==> src/rtl/iog_pkg.sv <==
package iog_pkg;

   typedef struct packed {
      logic irq;
      logic stat;
   } iog_evt_t;

   localparam iog_evt_t IOG_EVT_NONE = '{irq: 1'b0, stat: 1'b0};
   localparam iog_evt_t IOG_EVT_FIRE = '{irq: 1'b1, stat: 1'b1};

endpackage

==> src/rtl/iog_tag_ctr.sv <==
module iog_tag_ctr #(
   parameter int TAG_W = 4
) (
   input  logic             clk,
   input  logic             rst_n,
   input  logic             adv,
   output logic [TAG_W-1:0] tag
);

   initial begin
      if (TAG_W < 1) $error("iog_tag_ctr: TAG_W must be at least 1");
   end

   always_ff @(posedge clk) begin
      if (!rst_n) tag <= '0;
      else if (adv) tag <= tag + 1'b1;
   end

   // one step per accepted first beat, wrapping naturally
   a_r2_tag_step: assert property (@(posedge clk) disable iff (!rst_n)
      adv |=> tag == TAG_W'($past(tag) + 1'b1));

   a_r2_tag_hold: assert property (@(posedge clk) disable iff (!rst_n)
      !adv |=> $stable(tag));

endmodule

==> src/rtl/iog_tag_fifo.sv <==
module iog_tag_fifo #(
   parameter int TAG_W = 4,
   parameter int DEPTH = 4
) (
   input  logic             clk,
   input  logic             rst_n,
   input  logic             push,
   input  logic [TAG_W-1:0] push_tag,
   input  logic             pop,
   output logic [TAG_W-1:0] head,
   output logic             empty,
   output logic             full
);

   localparam int PW = (DEPTH > 1) ? $clog2(DEPTH) : 1;
   localparam int CW = $clog2(DEPTH + 1);

   initial begin
      if (DEPTH < 2) $error("iog_tag_fifo: DEPTH must be at least 2");
      if (DEPTH > (1 << TAG_W)) $error("iog_tag_fifo: DEPTH exceeds tag space");
   end

   logic [TAG_W-1:0] mem [DEPTH];
   logic [PW-1:0]    wr_ptr, rd_ptr;
   logic [CW-1:0]    count;

   function automatic logic [PW-1:0] ptr_next(input logic [PW-1:0] p);
      return (p == PW'(DEPTH - 1)) ? '0 : p + 1'b1;
   endfunction

   always_ff @(posedge clk) begin
      if (!rst_n) begin
         for (int i = 0; i < DEPTH; i++) mem[i] <= '0;
      end else if (push) begin
         for (int i = 0; i < DEPTH; i++)
            if (wr_ptr == PW'(i)) mem[i] <= push_tag;
      end
   end

   always_ff @(posedge clk) begin
      if (!rst_n) begin
         wr_ptr <= '0;
         rd_ptr <= '0;
         count  <= '0;
      end else begin
         if (push) wr_ptr <= ptr_next(wr_ptr);
         if (pop)  rd_ptr <= ptr_next(rd_ptr);
         case ({push, pop})
            2'b10:   count <= count + 1'b1;
            2'b01:   count <= count - 1'b1;
            default: count <= count;
         endcase
      end
   end

   assign head  = mem[rd_ptr];
   assign empty = (count == '0);
   assign full  = (count == CW'(DEPTH));

   // the ready gating upstream must keep a full queue from being pushed
   a_r7_no_overflow: assert property (@(posedge clk) disable iff (!rst_n)
      push |-> !full);

   // the matcher must never remove an entry that is not there
   a_r5_no_underflow: assert property (@(posedge clk) disable iff (!rst_n)
      pop |-> !empty);

endmodule

==> src/rtl/iog_release.sv <==
module iog_release #(
   parameter int TAG_W     = 4,
   parameter bit REG_PULSE = 1'b1
) (
   input  logic             clk,
   input  logic             rst_n,
   input  logic             seq_vld,
   input  logic [TAG_W-1:0] seq_num,
   input  logic [TAG_W-1:0] head,
   input  logic             empty,
   output logic             pop,
   output iog_pkg::iog_evt_t evt
);
   import iog_pkg::*;

   assign pop = seq_vld && !empty && (seq_num == head);

   generate
      if (REG_PULSE) begin : g_reg
         iog_evt_t evt_q;
         always_ff @(posedge clk) begin
            if (!rst_n) evt_q <= IOG_EVT_NONE;
            else        evt_q <= pop ? IOG_EVT_FIRE : IOG_EVT_NONE;
         end
         assign evt = evt_q;

         // a pulse is always the echo of a live report
         a_r4_after_report: assert property (@(posedge clk) disable iff (!rst_n)
            evt.irq |-> $past(seq_vld));

         // no report, no pulse in the next cycle
         a_r8_quiet: assert property (@(posedge clk) disable iff (!rst_n)
            !seq_vld |=> !evt.irq && !evt.stat);
      end else begin : g_comb
         assign evt = pop ? IOG_EVT_FIRE : IOG_EVT_NONE;

         a_r8_quiet: assert property (@(posedge clk) disable iff (!rst_n)
            !seq_vld |-> !evt.irq && !evt.stat);
      end
   endgenerate

endmodule

==> src/rtl/irq_order_gate.sv <==
module irq_order_gate #(
   parameter int TAG_W     = 4,
   parameter int QDEPTH    = 4,
   parameter bit REG_PULSE = 1'b1
) (
   input  logic             clk,
   input  logic             rst_n,
   input  logic             pkt_valid,
   input  logic             pkt_sop,
   input  logic             pkt_eob,
   output logic             src_ready,
   output logic             rq_valid,
   input  logic             rq_ready,
   output logic [TAG_W-1:0] tag_out,
   input  logic             seq_vld,
   input  logic [TAG_W-1:0] seq_num,
   output logic             irq_req,
   output logic             stat_upd
);
   import iog_pkg::*;

   initial begin
      if (QDEPTH > (1 << TAG_W)) $error("irq_order_gate: QDEPTH larger than tag space");
   end

   logic             sop_beat, hold, accept, push, pop, q_empty, q_full;
   logic [TAG_W-1:0] tag, q_head;
   iog_evt_t         evt;

   assign sop_beat  = pkt_valid && pkt_sop;
   assign hold      = sop_beat && pkt_eob && q_full;
   assign src_ready = rq_ready && !hold;
   assign rq_valid  = pkt_valid && !hold;
   assign accept    = sop_beat && rq_ready && !hold;
   assign push      = accept && pkt_eob;

   iog_tag_ctr #(.TAG_W(TAG_W)) u_ctr (
      .clk (clk),
      .rst_n (rst_n),
      .adv (accept),
      .tag (tag)
   );

   iog_tag_fifo #(.TAG_W(TAG_W), .DEPTH(QDEPTH)) u_fifo (
      .clk      (clk),
      .rst_n    (rst_n),
      .push     (push),
      .push_tag (tag),
      .pop      (pop),
      .head     (q_head),
      .empty    (q_empty),
      .full     (q_full)
   );

   iog_release #(.TAG_W(TAG_W), .REG_PULSE(REG_PULSE)) u_rel (
      .clk     (clk),
      .rst_n   (rst_n),
      .seq_vld (seq_vld),
      .seq_num (seq_num),
      .head    (q_head),
      .empty   (q_empty),
      .pop     (pop),
      .evt     (evt)
   );

   assign tag_out  = tag;
   assign irq_req  = evt.irq;
   assign stat_upd = evt.stat;

   // a full queue stalls end-of-buffer first beats toward both sides
   a_r7_hold: assert property (@(posedge clk) disable iff (!rst_n)
      (q_full && pkt_valid && pkt_sop && pkt_eob) |-> (!src_ready && !rq_valid));

   // interrupt and status strobe always travel together
   a_r4_paired: assert property (@(posedge clk) disable iff (!rst_n)
      irq_req == stat_upd);

endmodule

==> config.mk <==
export PLATFORM = sky130hd
export DESIGN_NAME = irq_order_gate
export DESIGN_NICKNAME = d
export VERILOG_FILES = /design/src/rtl/iog_pkg.sv /design/src/rtl/iog_tag_ctr.sv /design/src/rtl/iog_tag_fifo.sv /design/src/rtl/iog_release.sv /design/src/rtl/irq_order_gate.sv
export SDC_FILE = /design/constraint.sdc
export NUM_CORES = 1
export LEC_CHECK = 0
export ABC_AREA = 1
export ABC_CLOCK_PERIOD_IN_PS = 2370
export BUFFER_PORTS_ARGS = -buffer_cell sky130_fd_sc_hd__buf_2
export CAP_MARGIN = 40
export CORE_UTILIZATION = 55
export CTS_CLUSTER_DIAMETER = 40
export DETAILED_ROUTE_END_ITERATION = 8
export GPL_ROUTABILITY_DRIVEN = 1
export HOLD_SLACK_MARGIN = 0.05
export PLACE_DENSITY_LB_ADDON = 0.12
export SLEW_MARGIN = 25
export SYNTH_ARGS = -nofsm -noshare
export SYNTH_HDL_FRONTEND = slang
export SYNTH_HIERARCHICAL = 1
export SYNTH_SLANG_ARGS = --single-unit
==> constraint.sdc <==
create_clock -name clk -period 2.37 [get_ports clk]
set_input_delay 0.237 -clock clk [delete_from_list [all_inputs] [get_ports clk]]
set_output_delay 0.237 -clock clk [all_outputs]
set_load 0.05 [all_outputs]
==> results.tsv <==
metric	value	unit
p_clk_share	29.8	%
cp_slowest_cell	dfxtp_4	
fin_cells	240	
cpPeakStageDelay	0.39	ns
yosysSeqAreaShare	49.7	%
ctsHoldBuffers	0	
antenna_found_initial	0	
place_congestion	0.726	
grt_max_degree	20	
root_buffer	clkbuf_4	
die_width	54.7	µm
maxCapViolCount	0	
outcome	complete, no violations	
cts_buffers	5	
boundaryPins	19	
io_buffers	18	
cp.required	2.64	ns
synth.cell_area	1530	µm²
fp-row-count	18	
place_inst	230	
min-delay-start	seq_vld	
p_leak	0.000775	µW
min_path_cells	5	
ys_warn_count	6	
slew_viol_final	0	
timing_worst_setup_path_type	reg -> reg	
power.density	544	nW/µm²
syn_area_per_cell	8.27	µm²
first_pass_iters	4	
grt.total_usage	23.4	%
dieArea	3000	µm²
fin_crit_sh	91.8	%
pwr-share-comb	9.7	%
setup_viol	0	
place_hpwl	2.22	mm
syn_to_final_growth	13.3	%
clkTransAtPathRegs	0.09	ns
fill_cells	214	
tightest_slew	0.385	ns
worstPathCellList	o21ai_0, o22ai_2, inv_1, nand2_1, nand2_1, nor2_1, nand3_1, inv_2, ha_2, inv_1, fa_2, nand2_1, nand3_1, nand2_1, inv_1, nor2_1	
worst_clock_skew	0.00335	ns
utilization	68.1	%
vias	1246	
drcViolationCount	0	
synth_cells	185	
grt_pass1_vias	1130	
cp-start-kind	flip-flop	
end_kind	flip-flop	
arrival	2.45	ns
syn_nets	204	
switchingPower	241	µW
clock_latency	0.33	ns
pwr-share-seq	60.5	%
detail-route-antenna-nets	0	
rrSetupSlack	0.19	ns
cp_max_fo	6	
reg2reg_to	u_fifo/count[2]	
wl_per_cell	12.5	µm
p_int	702	µW
drive_gt1_share	22.4	%
whs_endpoint	u_rel/evt[1]	
drt_iter0_drc	35	
via_per_inst	5.19	
hold_viol	0	
routed_wl	3.00	mm
layout_min_cycle_time	2.18	ns
sw_frac_of_total	25.6	%
fmax	0.459	GHz
grt_pass1_wl	4.67	mm
cts_max_path_buffers	2	
start_util	60.1	%
reg2reg_depth	16	
grt-ovfl-total	0	
finalNetCount	228	
ys_types	23	
hold_slack	0.298	ns
relSlewSlack	74.2	%
die_y	54.7	µm
worstHoldPathType	in -> reg	
ir_drop	0.472	mV
cts_sinks	30	
critPathMostFrequentCell	nand2_1	
n_antenna_cell	0	
coreArea	2540	µm²
htreeDepth	2	
synth-seq-cells	30	
cts_tree	yes	
## stage by stage
stage	area [µm²]	power [µW]	setup TNS (ns)	setup slack (ns)
after CTS	1680	949	0	0.0710
after detailed placement	1620	670	-0.0164	-0.0164
after floorplan	1530	644	0	0.310
final	1730	943	0	0.194
after global routing	1730	990	-0.0135	-0.0135
after global placement	1620	666	0	0.176
## cell families (layout without fill, tap and decap cells)
family | Yosys count | after routing | synth area share [%]
buffers and inverters | 35 | 60 | 10.3
adder cells (fa/ha/maj) | 8 | 8 | 7.03
flip-flops | 30 | 30 | 49.7
AND/OR/NAND/NOR | 88 | 88 | 23.8
AO/OA/AOI/OAI | 23 | 23 | 8.59
XOR/XNOR | 1 | 1 | 0.572
## worst max path at each step
stage	start	to	slack, ns	depth (start not counted)
after floorplan	flip-flop	u_fifo/count[2]	0.31	19
after global placement	flip-flop	u_fifo/count[2]	0.18	17
after detailed placement	flip-flop	u_fifo/count[2]	-0.02	16
after CTS	flip-flop	u_fifo/count[2]	0.07	16
after global routing	flip-flop	u_fifo/count[2]	-0.01	17
final	flip-flop	u_fifo/count[2]	0.19	16
## timing repair
item | in CTS | in global routing
pin swaps | 0 | 3
gates resized for setup | 1 | 19
buffers inserted | 0 | 2
endpoints found under the setup margin | 1 | 2
## cells in the mapped netlist, drive strengths merged
| library cell | count | area (µm²) |
|---|---|---|
| inv | 31 | 116 |
| o22ai | 4 | 25.0 |
| nor3 | 4 | 25.0 |
| ha | 7 | 87.6 |
| dfxtp | 14 | 280 |
| o21ai | 13 | 72.6 |
| buf | 4 | 41.3 |
| nand4 | 1 | 6.26 |
| nand3 | 7 | 35.0 |
| edfxtp | 16 | 480 |
| nor2 | 45 | 174 |
| nand2 | 31 | 124 |
| fa | 1 | 20.0 |
| xnor2 | 1 | 8.76 |
| a21oi | 6 | 33.8 |
## flip-flops by register name, indices dropped and copies added, names as in the netlist, named ones only
register,cells
u_fifo/mem,16
u_rel/evt,1
u_fifo/wr_ptr,2
u_ctr/tag,4
u_fifo/count,3
u_fifo/rd_ptr,2
## power groups by stage
| stage | combinational, µW | sequential, µW | clock (µW) |
|---|---|---|---|
| 2_1_floorplan | 58.0 | 586 | 0 |
| 3_3_place_gp | 84.0 | 582 | 0 |
| 3_5_place_dp | 87.9 | 582 | 0 |
| 4_1_cts | 88.4 | 570 | 290 |
| 5_1_grt | 103 | 572 | 314 |
| 6_report | 91.8 | 570 | 281 |
## cell usage in the layout (no fill, tap or decap), types with 5 or more instances in the layout
cell type / Yosys / layout
clkbuf_4: 0 / 5
nor2_1: 43 / 41
nand2_1: 28 / 28
o21ai_1: 1 / 5
buf_2: 0 / 18
dfxtp_1: 14 / 12
o21ai_0: 10 / 6
ha_1: 7 / 6
inv_1: 30 / 29
a21oi_1: 5 / 5
nand3_1: 7 / 7
edfxtp_1: 16 / 16
## worst max-delay path, delay by kind of cell, from the launching register on
family                     cells  cell delay [ns]
and+or+nand+nor                8             0.66
DFF                            1             0.39
adders and majority gates      2             0.51
AOI/OAI and AO/OA              2             0.31
buffers and inverters          4             0.24
## routing by layer
layer / track usage [%] / vias up / share of wire (%)
li1: - / 633 / -
met1: 25.6 / 579 / 41
met2: 40.8 / 29 / 52
met3: 7.50 / 5 / 4.8
met4: 10.3 / 0 / 1.8
met5: 0 / - / 0
## cell type report
class | count | area, µm² | share of cell area (%)
clock buffer | 6 | 41.3 | 2.38
clock inverter | 2 | 8.76 | 0.505
inverter | 31 | 119 | 6.85
multi-input combinational | 120 | 646 | 37.2
sequential | 30 | 766 | 44.2
tap | 30 | 37.5 | 2.16
timing repair buffer | 21 | 116 | 6.71
No activity file was read; power rests on OpenSTA's default activity.
